==> src/rtl/sdr_pkg.sv <==
package sdr_pkg;

    typedef enum logic [1:0] {
        SDR_IDLE  = 2'd0,
        SDR_SHIFT = 2'd1,
        SDR_DONE  = 2'd2
    } sdr_state_e;

endpackage

==> src/rtl/sdr_pacer.sv <==
module sdr_pacer #(
    parameter int STARTUP_CYC = 1500000,
    parameter int FAST_CYC    = 150000,
    parameter int SLOW_CYC    = 600000
) (
    input  logic clk,
    input  logic rst_n,
    input  logic rate_slow_i,
    output logic tick_o,
    output logic settled_o
);
    localparam int MAX_CYC = (SLOW_CYC > FAST_CYC) ? SLOW_CYC : FAST_CYC;
    localparam int PW      = $clog2(MAX_CYC + 1);
    localparam int SW      = $clog2(STARTUP_CYC + 2);

    logic [PW-1:0] per_q;
    logic [PW-1:0] limit;
    logic [SW-1:0] su_q;

    assign limit     = rate_slow_i ? PW'(SLOW_CYC - 1) : PW'(FAST_CYC - 1);
    assign tick_o    = (per_q >= limit);
    assign settled_o = (su_q == SW'(STARTUP_CYC));

    always_ff @(posedge clk or negedge rst_n) begin
        if (!rst_n) begin
            per_q <= '0;
        end else if (tick_o) begin
            per_q <= '0;
        end else begin
            per_q <= per_q + 1'b1;
        end
    end

    always_ff @(posedge clk or negedge rst_n) begin
        if (!rst_n) begin
            su_q <= '0;
        end else if (!settled_o) begin
            su_q <= su_q + 1'b1;
        end
    end

endmodule

==> src/rtl/sdr_shifter.sv <==
module sdr_shifter
    import sdr_pkg::*;
#(
    parameter int CODE_W  = 16,
    parameter int SCK_DIV = 4
) (
    input  logic              clk,
    input  logic              rst_n,
    input  logic              tick_i,
    input  logic              sdo_i,
    output logic              cs_n_o,
    output logic              sck_o,
    output logic              done_o,
    output logic [CODE_W-1:0] raw_o
);
    localparam int HALF = (SCK_DIV / 2 < 1) ? 1 : SCK_DIV / 2;
    localparam int HW   = $clog2(HALF + 1);
    localparam int BW   = $clog2(CODE_W);

    sdr_state_e        state_q, state_d;
    logic [HW-1:0]     hcnt_q;
    logic [BW-1:0]     bcnt_q;
    logic [CODE_W-1:0] shreg_q;
    logic              half_end;
    logic              last_bit;

    assign half_end = (hcnt_q == HW'(HALF - 1));
    assign last_bit = (bcnt_q == BW'(CODE_W - 1));

    always_ff @(posedge clk or negedge rst_n) begin
        if (!rst_n) begin
            state_q <= SDR_IDLE;
        end else begin
            state_q <= state_d;
        end
    end

    always_comb begin
        state_d = state_q;
        unique case (state_q)
            SDR_IDLE:  if (tick_i) state_d = SDR_SHIFT;
            SDR_SHIFT: if (half_end && !sck_o && last_bit) state_d = SDR_DONE;
            SDR_DONE:  state_d = SDR_IDLE;
            default:   state_d = SDR_IDLE;
        endcase
    end

    always_ff @(posedge clk or negedge rst_n) begin
        if (!rst_n) begin
            cs_n_o  <= 1'b1;
            sck_o   <= 1'b0;
            hcnt_q  <= '0;
            bcnt_q  <= '0;
            shreg_q <= '0;
            raw_o   <= '0;
            done_o  <= 1'b0;
        end else begin
            done_o <= 1'b0;
            unique case (state_q)
                SDR_IDLE: begin
                    if (tick_i) begin
                        cs_n_o <= 1'b0;
                        sck_o  <= 1'b0;
                        hcnt_q <= '0;
                        bcnt_q <= '0;
                    end
                end
                SDR_SHIFT: begin
                    if (half_end) begin
                        hcnt_q <= '0;
                        sck_o  <= ~sck_o;
                        if (!sck_o) begin
                            shreg_q <= {shreg_q[CODE_W-2:0], sdo_i};
                            bcnt_q  <= bcnt_q + 1'b1;
                        end
                    end else begin
                        hcnt_q <= hcnt_q + 1'b1;
                    end
                end
                SDR_DONE: begin
                    cs_n_o <= 1'b1;
                    sck_o  <= 1'b0;
                    raw_o  <= shreg_q;
                    done_o <= 1'b1;
                end
                default: begin
                    cs_n_o <= 1'b1;
                    sck_o  <= 1'b0;
                end
            endcase
        end
    end

endmodule

==> src/rtl/sdr_decode.sv <==
module sdr_decode #(
    parameter int CODE_W = 16
) (
    input  logic                     clk,
    input  logic                     rst_n,
    input  logic                     load_i,
    input  logic [CODE_W-1:0]        raw_i,
    output logic                     valid_o,
    output logic signed [CODE_W-1:0] data_o,
    output logic                     under_o,
    output logic                     over_o
);
    always_ff @(posedge clk or negedge rst_n) begin
        if (!rst_n) begin
            valid_o <= 1'b0;
            data_o  <= '0;
            under_o <= 1'b0;
            over_o  <= 1'b0;
        end else begin
            valid_o <= load_i;
            if (load_i) begin
                data_o  <= $signed({~raw_i[CODE_W-1], raw_i[CODE_W-2:0]});
                under_o <= (raw_i == '0);
                over_o  <= (&raw_i);
            end
        end
    end

endmodule

==> src/rtl/sdadc_reader.sv <==
module sdadc_reader #(
    parameter int CLK_PER_US = 125,
    parameter int STARTUP_US = 12000,
    parameter int FAST_US    = 1200,
    parameter int SLOW_US    = 4800,
    parameter int SCK_DIV    = 4,
    parameter int CODE_W     = 16
) (
    input  logic                     clk,
    input  logic                     rst_n,
    input  logic                     rate_slow_i,
    input  logic                     sdo_i,
    output logic                     cs_n_o,
    output logic                     sck_o,
    output logic                     res_valid_o,
    output logic signed [CODE_W-1:0] res_data_o,
    output logic                     res_under_o,
    output logic                     res_over_o
);
    localparam int STARTUP_CYC = STARTUP_US * CLK_PER_US;
    localparam int FAST_CYC    = FAST_US * CLK_PER_US;
    localparam int SLOW_CYC    = SLOW_US * CLK_PER_US;

    logic              tick;
    logic              settled;
    logic              done;
    logic              first_seen_q;
    logic              keep;
    logic [CODE_W-1:0] raw;

    sdr_pacer #(
        .STARTUP_CYC(STARTUP_CYC),
        .FAST_CYC   (FAST_CYC),
        .SLOW_CYC   (SLOW_CYC)
    ) u_pacer (
        .clk        (clk),
        .rst_n      (rst_n),
        .rate_slow_i(rate_slow_i),
        .tick_o     (tick),
        .settled_o  (settled)
    );

    sdr_shifter #(
        .CODE_W (CODE_W),
        .SCK_DIV(SCK_DIV)
    ) u_shift (
        .clk   (clk),
        .rst_n (rst_n),
        .tick_i(tick),
        .sdo_i (sdo_i),
        .cs_n_o(cs_n_o),
        .sck_o (sck_o),
        .done_o(done),
        .raw_o (raw)
    );

    always_ff @(posedge clk or negedge rst_n) begin
        if (!rst_n) begin
            first_seen_q <= 1'b0;
        end else if (done) begin
            first_seen_q <= 1'b1;
        end
    end

    assign keep = done && settled && first_seen_q;

    sdr_decode #(
        .CODE_W(CODE_W)
    ) u_dec (
        .clk    (clk),
        .rst_n  (rst_n),
        .load_i (keep),
        .raw_i  (raw),
        .valid_o(res_valid_o),
        .data_o (res_data_o),
        .under_o(res_under_o),
        .over_o (res_over_o)
    );

endmodule

==> config.mk <==
export PLATFORM = sky130hd
export DESIGN_NAME = sdadc_reader
export DESIGN_NICKNAME = d
export VERILOG_FILES = /design/src/rtl/sdr_pkg.sv /design/src/rtl/sdr_pacer.sv /design/src/rtl/sdr_shifter.sv /design/src/rtl/sdr_decode.sv /design/src/rtl/sdadc_reader.sv
export SDC_FILE = /design/constraint.sdc
export NUM_CORES = 1
export LEC_CHECK = 0
export BUFFER_PORTS_ARGS = -buffer_cell sky130_fd_sc_hd__buf_2
export CAP_MARGIN = 20
export CORE_MARGIN = 5
export CORE_UTILIZATION = 32
export CTS_CLUSTER_SIZE = 20
export DETAILED_ROUTE_END_ITERATION = 8
export SYNTH_ARGS = -nofsm -noshare
export SYNTH_HDL_FRONTEND = slang
export SYNTH_SLANG_ARGS = --single-unit
==> constraint.sdc <==
create_clock -name clk -period 2.4 [get_ports clk]
set_clock_uncertainty 0.05 [all_clocks]
set_input_delay 0.24 -clock clk [delete_from_list [all_inputs] [get_ports clk]]
set_output_delay 0.24 -clock clk [all_outputs]
set_load 0.02 [all_outputs]
After elaboration in Yosys (flattened, before gate mapping) --
Cells that the tools add are included.
Storage, ports and cells: flip-flop bits (word level) 104, logic and storage cells 64
Operators by class: add/sub/neg operators 4, order comparisons 1, equality and inequality tests 9, multiplexer cells 17, bitwise logic cells 3, reduce and logical (&&, ||, !) cells 15
Operators with widths (number):
- 20-bit 2-to-1 mux | 2
- 21-bit by 1-bit adder with 21-bit output, second input constant | 1
- 21-bit == test, second input constant | 1
- 20-bit by 1-bit adder with 20-bit output, second input constant | 1
- 20-bit greater-or-equal comparator | 1
- 16-bit zero test | 1
- 16-bit AND reduction | 1
- 4-bit 2-to-1 mux | 3
- 2-bit 2-to-1 mux | 4
- 2-bit one-hot mux with 2 select lines | 2
- 4-bit one-hot mux with 2 select lines | 1
- 2-bit AND reduction | 4
- 4-bit by 1-bit adder with 4-bit output, second input constant | 1
- 2-bit by 1-bit == test with 1-bit output, second input constant | 2
- 4-bit == test, second input constant | 1
- 1-bit logical AND | 4
- 2-bit by 1-bit != test with 1-bit output, second input constant | 2
- 2-bit != test, second input constant | 2
- 1-bit one-hot mux with 2 select lines | 2
- 4-bit AND reduction | 1
- 1-bit 2-to-1 mux | 3
- 1-bit NOT | 3
- 3-bit AND reduction | 1
- 2-bit by 1-bit adder with 2-bit output, second input constant | 1
- 4 further kinds | 4

Logic depth before layout (Yosys ltp) --
Gate-level depths: netlist of the first run.
depth after elaboration 5, mapped depth 9, gate-level depth less buffers 7

Hierarchy --
From an unflattened synthesis of the first run, not the netlist that was laid out.
Unflattened totals: cell total of the unflattened synthesis 384, area, all modules 4752.1 um^2
By module, submodules not included:
- sdr_pacer | times used 1, cells an instance 211, area each 2222.1 um^2, sequential area each 1026.0 um^2
- sdr_shifter | times used 1, cells an instance 116, area each 1707.9 um^2, sequential area each 1077.3 um^2
- sdr_decode | times used 1, cells an instance 54, area each 783.3 um^2, sequential area each 475.5 um^2
- sdadc_reader | times used 1, cells an instance 3, area each 38.8 um^2, sequential area each 25.0 um^2

Worst setup path after synthesis of the first run --
Ideal clock, no wire load.
path type register -> register, start point register u_pacer.su_q[13], end point register u_dec.data_o[10], library setup time 0.125 ns, arrival time 2.042 ns, data required time 2.225 ns, setup slack 0.183 ns, stages on the path, launching flop included 6, clock period less this slack 2.217 ns, cells stage by stage dfrtp_1 > nand4_1 > or4_4 > nor4_4 > buf_6 > mux2_2
On the way: cells in the longest elaborated chain, start to end 3
Ends and longest elaborated chain:
- start, declared | RTL line sdr_pacer.sv:18 | logic [SW-1:0] su_q;
- start signal, assigned | RTL line sdr_pacer.sv:38 | su_q <= su_q + 1'b1;
- 21-bit == test | RTL line sdr_pacer.sv:22 | assign settled_o = (su_q == SW'(STARTUP_CYC));
- 1-bit logical AND (2 in a row) | RTL line sdadc_reader.sv:65 | assign keep = done && settled && first_seen_q;
- end signal, assigned | RTL line sdr_decode.sv:22 | data_o <= $signed({~raw_i[CODE_W-1], raw_i[CODE_W-2:0]});
- end, declared | RTL line sdr_decode.sv:9 | output logic signed [CODE_W-1:0] data_o,
Every way passes these cells. A chain may end at the register's enable or synchronous reset.

Final worst setup path of the first run --
start point register u_pacer.per_q[14], end point register u_shift.sck_o
On the way: cells in the longest elaborated chain, start to end 3
Ends and longest elaborated chain:
- start, declared | RTL line sdr_pacer.sv:16 | logic [PW-1:0] per_q;
- start signal, assigned | RTL line sdr_pacer.sv:30 | per_q <= per_q + 1'b1;
- 20-bit greater-or-equal comparator | RTL line sdr_pacer.sv:21 | assign tick_o = (per_q >= limit);
- 2-bit != test (no line)
- 2-bit AND reduction (no line)
- end signal, assigned | RTL line sdr_shifter.sv:71 | sck_o <= ~sck_o;
- end, declared | RTL line sdr_shifter.sv:12 | output logic sck_o,
Every way passes these cells.

==> metrics.md, run 1 <==
| Metric | Value |
|---|---|
| Worst slew margin | `0.678` |
| RSZ-0062 raised after global routing | `false` |
| Area Growth Syn to Fin | `14.9%` |
| Htree depth | `3` |
| CP Capture Type | `register` |
| DR iter-0 viols | `between 100 and 150` |
| Vias in the first global route | `2,867` |
| Share of the synthesized area in the top cell type | `0.558` |
| Post-DP HPWL | `between 5000 and 6000 µm` |
| Library cells used by synthesis | `40` |
| Net Count, Synth | `396` |
| Reg-to-Reg End | `u_shift.sck_o$_DFFE_PN0P_` |
| Global route overflow | `0` |
| Nets@finish | `about 430` |
| Dpl cells | `between 500 and 600` |
| Clock latency on the worst-skew pair | `approximately 0.33 ns` |
| Layout cells sized above 1 | `0.248` |
| WP buf/inv | `1` |
| All-Layer GR Usage | `0.104` |
| R2R setup slack | `between 0.2 and 0.3 ns` |
| Die width | `approximately 130 µm` |
| Total Power | `~4.9 mW` |
| Most common cell after layout, fill and taps aside | `dfrtp_1` |
| Peak VDD IR | `roughly 0.33 mV` |
| DR pass1 iterations | `4` |
| Syn Area/Cell | `~12 µm²` |
| First-pass GRT wire length | `14,100 µm` |
| Crit-path cells | `ha_1 -> a211oi_1 -> o211ai_1 -> nor3_1 -> a21oi_2 -> buf_12 -> o41ai_1` |
| FFs w/ async S/R, synth | `1.00` |
| Final min period | `roughly 2.1 ns` |
| Row count | `44` |
| Starting Density | `0.322` |
| Yosys reg bits | `104` |
| Status | `finished, final reports clean` |
| Synth Instances | `between 300 and 400` |
| Non-Filler Instances | `600` |
| Top cells by area, synth | `dfrtp_1, mux2_2, xnor2_1` |
| Crit path required time | `around 2.6 ns` |
| Wire per inst | `~14 µm` |
| MaxCap Viol Count | `0` |
| CTS Root Buffer Type | `clkbuf_16` |
| Slew Limit Fails | `0` |
| CTS clock-pin slew for the worst setup and hold paths | `around 0.070 ns` |
| Synthesized cell area | `around 4600 µm²` |
| Worst setup SP type | `register` |
| Most frequent cells in the layout | `dfrtp_1, mux2_2, nor2_1` |
| Postcts setup bufs | `0` |
| Worst slew pin tran | `0.483 ns` |
| CP endpoint | `u_shift.sck_o$_DFFE_PN0P_` |
| Worst Setup SP | `u_pacer.per_q[14]$_DFF_PN0_` |
| Type of the worst setup path | `register to register` |
| Port-buffer cells | `24` |
| Die H | `~130 µm` |
| TritonCTS clock tree | `yes` |
| Critical Path Stages | `7` |
| DRC | `0` |
| Finished Cell Area | `5310 µm²` |
| Floorplan core area | `approximately 14,000 µm²` |
| Yosys warnings | `0` |
| TritonCTS Buffers | `9` |
| Fin. Hold Viols | `0` |
| Prevailing post-synth register cell | `dfrtp_1` |
| Post-synth EDFFs | `0` |
| Hold Crit Class | `input pin to register` |
| Period utilization | `0.881` |
| Avg Vias per Cell | `4.79` |
| Pin count of the biggest net entering global routing | `72` |
| Initial antenna violation count | `0` |
| Diodes inserted | `0` |
| WP data arrival | `around 2.3 ns` |
| Worst path slowest cell | `dfrtp_1` |
| Die footprint | `16,900 µm²` |
| Seq/Total Area, Yosys | `0.563` |
| Max Clock Freq | `0.473 GHz` |
| Final WL | `around 8400 µm` |
| Fin Hold WS | `~0.091 ns` |
| Power per cell area | `slightly above 900 nW/µm²` |
| DR vias | `approximately 2.9k` |
| Crit path max-delay family | `compound AO/OA/AOI/OAI gates` |
| FF-to-FF Start | `u_pacer.per_q[14]$_DFF_PN0_` |
| Leak pwr | `between 2 and 2.5 nW` |
| Post-synth top area cell | `dfrtp_1` |
| Hold depth | `2` |
| Worst-path fanout max | `23` |
| Placed cell area | `5030 µm²` |
| R2R depth | `7` |
| IO Count | `25` |
| Antenna Nets Post-Route | `0` |
| Crit-path max cell delay | `about 0.43 ns` |
| Post-route setup TNS | `0 ns` |
| Clock tree sinks | `between 100 and 150` |
| # setup viols final | `0` |
| Gpl congestion | `0.827` |
| Buffer depth of the longest clock path | `2` |
routing by layer:
metal / vias up / global-route usage / routed length (µm)
met5: - / 0 / 0
met4: 0 / 0.0385 / 109
met3: 10 / 0.0209 / 188
met2: 36 / 0.168 / 4130
met1: 1430 / 0.139 / 3980
li1: 1395 / - / -
per-stage QoR:
stage                util  worst slack [ns]
finish              0.369             0.285
global route        0.369             0.118
CTS                 0.369             0.269
detailed placement  0.350             0.287
global placement    0.350             0.329
floorplan               -             0.183
worst min-delay path by stage:
stage	start	to	slack, ns
2_1_floorplan	rst_n	first_seen_q$_DFFE_PN0P_	-0.11
3_3_place_gp	rst_n	u_pacer.per_q[19]$_DFF_PN0_	0.18
3_5_place_dp	rst_n	u_pacer.per_q[19]$_DFF_PN0_	0.18
4_1_cts	sdo_i	u_shift.shreg_q[0]$_DFFE_PN0P_	0.09
5_1_grt	sdo_i	u_shift.shreg_q[0]$_DFFE_PN0P_	0.08
6_report	sdo_i	u_shift.shreg_q[0]$_DFFE_PN0P_	0.09
flip-flops by register name (all words and copies together), names as in the netlist, 2 cells and up:
| signal | count |
|---|---|
| u_shift.raw_o | 16 |
| u_shift.hcnt_q | 2 |
| u_shift.bcnt_q | 4 |
| u_pacer.per_q | 20 |
| u_dec.data_o | 16 |
| u_pacer.su_q | 21 |
| u_shift.state_q | 2 |
| u_shift.shreg_q | 16 |
report_power, final:
part           switching [mW]  total, mW  leakage [nW]  internal (mW)
registers               0.337       2.44          1.38           2.10
logic                   0.532       1.11         0.963          0.575
clock network           0.637       1.34         0.129          0.708
total                    1.50       4.89          2.47           3.39
area by class of cell:
cell class              instances  area [µm²]
clock inverters                 6        42.5
repair buffers                 33         230
inverters                       9        33.8
well taps                     184         230
multi-input cells             254        1940
clock buffers                  10         229
flip-flops and latches        104        2600
fillers                      1397        9060
logic make-up (layout without fill, tap and decap cells):
kind of cell	Yosys count	in the layout	synth area share
xor gates and xnor gates	40	40	0.0758
AOI/OAI and AO/OA	24	24	0.0325
DFF	104	104	0.563
adders and majority gates	14	14	0.0379
buffers and inverters	20	58	0.0179
muxes	54	54	0.130
and+or+nand+nor	122	122	0.142
synth_stat cells, types with 6 or more instances:
cell type	count
dfrtp_1	103
mux2_2	50
nor2_1	29
xnor2_1	26
nand2_1	20
nand3_1	17
ha_1	14
xor2_1	14
nand4_1	11
a21oi_1	9
inv_1	9
nor4_1	9
clkbuf_1	8
nor2b_1	6
repair_timing:
action | CTS | global route
gates resized for setup | 0 | 0
setup endpoints to repair | 0 | 0
hold buffers | 1 | 0
endpoints found under the hold margin | 32 | 0
Note: power is estimated with default switching activity, not from simulation.
==> inputs of run 2 (changes only) <==
--- a/config.mk
+++ b/config.mk
@@ -11,6 +11,7 @@
 export CORE_UTILIZATION = 32
 export CTS_CLUSTER_SIZE = 20
 export DETAILED_ROUTE_END_ITERATION = 8
+export REMOVE_ABC_BUFFERS = 1
 export SYNTH_ARGS = -nofsm -noshare
 export SYNTH_HDL_FRONTEND = slang
 export SYNTH_SLANG_ARGS = --single-unit
==> metrics.md, run 2 (synthesized netlist as in run 1, its figures left out) <==
| Metric | Value |
|---|---|
| Status | `finished, final reports clean` |
| First-pass GRT wire length | `14,800 µm (+5.0%)` |
| Worst path slowest cell | `dfrtp_1` |
| Power per cell area | `918 nW/µm² (-0.31%)` |
| Worst slew pin tran | `0.533 ns (+0.0498 ns)` |
| FF/Latch Area | `2600 µm² (unchanged)` |
| Area Growth Syn to Fin | `14.7%` |
| Most common cell after layout, fill and taps aside | `dfrtp_1` |
| Non-Filler Instances | `600 (unchanged)` |
| Multi-input logic area | `1940 µm² (unchanged)` |
| Max Clock Freq | `0.469 GHz (-0.91%)` |
| Crit-path cells | `ha_1 -> a211oi_1 -> o211ai_1 -> nor3_1 -> a21oi_2 -> buf_4 -> a221oi_1` |
| Antenna Nets Post-Route | `0 (unchanged)` |
| Initial antenna violation count | `0 (unchanged)` |
| Worst slew margin | `0.645 (-0.0332)` |
| # setup viols final | `0 (unchanged)` |
| Peak VDD IR | `0.335 mV (+1.4%)` |
| Layout cells sized above 1 | `0.248 (unchanged)` |
| DR vias | `2,887 (+0.56%)` |
| Slew Limit Fails | `0 (unchanged)` |
| Die H | `130 µm (unchanged)` |
| MaxCap Viol Count | `0 (unchanged)` |
| Global route overflow | `0 (unchanged)` |
| Post-DP HPWL | `5920 µm (-0.66%)` |
| Combinational Power Share | `0.224 (-0.002)` |
| Total Power | `4.87 mW (-0.46%)` |
| Dpl cells | `584 (+0.17%)` |
| Port-buffer cells | `24 (unchanged)` |
| Die width | `130 µm (unchanged)` |
| TritonCTS Buffers | `9 (unchanged)` |
| WP buf/inv | `1 (unchanged)` |
| DR pass1 iterations | `4 (unchanged)` |
| Fin. Hold Viols | `0 (unchanged)` |
| Sequential power share | `0.499 (about the same)` |
| Leak pwr | `2.47 nW (-0.23%)` |
| Gpl congestion | `0.761 (-8.0%)` |
| Crit path required time | `2.59 ns (+0.02 ns)` |
| Largest register by flop count | `u_pacer.su_q` |
| Nets@finish | `430 (+0.23%)` |
| CTS resizes | `0 (unchanged)` |
| TritonCTS clock tree | `yes` |
| WP data arrival | `2.32 ns (+0.04 ns)` |
| DR iter-0 viols | `131 (+1.6%)` |
| All-Layer GR Usage | `0.110 (+0.00633)` |
| Postcts setup bufs | `0 (unchanged)` |
| Hold Crit Class | `input pin to register` |
| Clock latency on the worst-skew pair | `0.34 ns (about the same)` |
| Type of the worst setup path | `register to register` |
| Crit-path max cell delay | `0.44 ns (about the same)` |
| Worst setup SP type | `register` |
| Period utilization | `0.889 (+0.00811)` |
| Fillers | `1,370 (-1.9%)` |
| Pin count of the biggest net entering global routing | `45 (-38%)` |
| Final WL | `8360 µm (-0.67%)` |
| Row count | `44 (unchanged)` |
| Vias in the first global route | `3,053 (+6.5%)` |
| Fin Hold WS | `0.0786 ns (-0.0121 ns)` |
| RSZ-0062 raised after global routing | `false` |
| Sw Ratio | `0.307 (-0.000420)` |
| CTS Root Buffer Type | `clkbuf_16` |
| Crit path max-delay family | `compound AO/OA/AOI/OAI gates` |
| Diodes inserted | `0 (unchanged)` |
| Most frequent cells in the layout | `dfrtp_1, mux2_2, nor2_1` |
| Starting Density | `0.322 (unchanged)` |
| Wire per inst | `13.9 µm (-0.67%)` |
| Clk network pwr share | `0.277 (+0.002)` |
| CTS clock-pin slew for the worst setup and hold paths | `0.07 ns (about the same)` |
| Htree depth | `3 (unchanged)` |
| Floorplan core area | `14,400 µm² (unchanged)` |
| Top flop regs | `u_pacer.su_q (21), u_pacer.per_q (20)` |
| CP Capture Type | `register` |
| Clock tree sinks | `104 (unchanged)` |
| Internal | `3.37 mW (-0.39%)` |
| Worst-path fanout max | `17 (-26%)` |
| Max reg flops | `21 (unchanged)` |
| Final min period | `2.13 ns (+0.0195 ns)` |
| Switching Power | `1.50 mW (-0.59%)` |
| Avg Vias per Cell | `4.81 (+0.56%)` |
| Die footprint | `16,900 µm² (unchanged)` |
| Buffer depth of the longest clock path | `2 (unchanged)` |
| DRC | `0 (unchanged)` |
| IO Count | `25 (unchanged)` |
-- run 2: cell types whose count changed in the layout (fill, tap and decap cells not counted) --
cell | before | now
clkinv_2 | 2 | 0
buf_12 | 3 | 2
clkinvlp_4 | 2 | 3
buf_4 | 6 | 8
-- run 2: worst paths after layout --
check	cells after the start	to	from	slack, ns
max	7	u_shift.hcnt_q[1]$_DFFE_PN0P_	u_pacer.per_q[14]$_DFF_PN0_	0.27
min	2	u_shift.shreg_q[0]$_DFFE_PN0P_	sdo_i	0.08
max reg2reg	7	u_shift.hcnt_q[1]$_DFFE_PN0P_	u_pacer.per_q[14]$_DFF_PN0_	0.27
min reg2reg	1	first_seen_q$_DFFE_PN0P_	u_shift.done_o$_DFF_PN0_	0.42
max in group asynchronous	3	u_pacer.su_q[12]$_DFFE_PN0P_	rst_n	1.23
min in group asynchronous	2	u_pacer.per_q[17]$_DFF_PN0_	rst_n	0.38
-- run 2: worst reg2reg max path, stage by stage (launching register included) --
cell	delay, ns
dfrtp_1	0.44
ha_1	0.33
a211oi_1	0.27
o211ai_1	0.13
nor3_1	0.21
a21oi_2	0.09
buf_4	0.20
a221oi_1	0.30
-- run 2: cell type report --
cell class	count	share of cell area
Multi-Input combinational cell	254	0.366
Timing Repair Buffer	34	0.0425
Sequential cell	104	0.491
Clock inverter	5	0.00755
Clock buffer	10	0.0432
Tap cell	184	0.0434
Inverter	9	0.00637
-- run 2: through the flow --
stage / worst slack [ns] / util / TNS, ns / area, µm²
after floorplan: -0.260 / - / -4.40 / 4570
after global placement: 0.317 / 0.350 / 0 / 5020
after detailed placement: 0.254 / 0.350 / 0 / 5020
after CTS: 0.249 / 0.369 / 0 / 5300
after global routing: 0.102 / 0.369 / 0 / 5300
final: 0.266 / 0.369 / 0 / 5300
-- run 2: timing repair --
action | 4_1_cts | 5_1_grt
hold buffers | 1 | 0
setup endpoints to repair | 0 | 0
hold endpoints to repair | 37 | 0
-- run 2: power by group through the flow --
stage	sequential (mW)	clock (mW)	combinational (mW)
after detailed placement	2.46	0	1.10
after global placement	2.45	0	1.06
after floorplan	2.38	0	0.817
final	2.43	1.35	1.09
after global routing	2.49	1.47	1.23
after CTS	2.43	1.39	1.11
-- run 2: metal layers --
metal  global-route usage  vias up  wire length (µm)
li1                     -     1402                 -
met1                0.148     1440              4180
met2                0.172       34              3820
met3               0.0242       11               209
met4               0.0507        0               154
met5                    0        -                 0
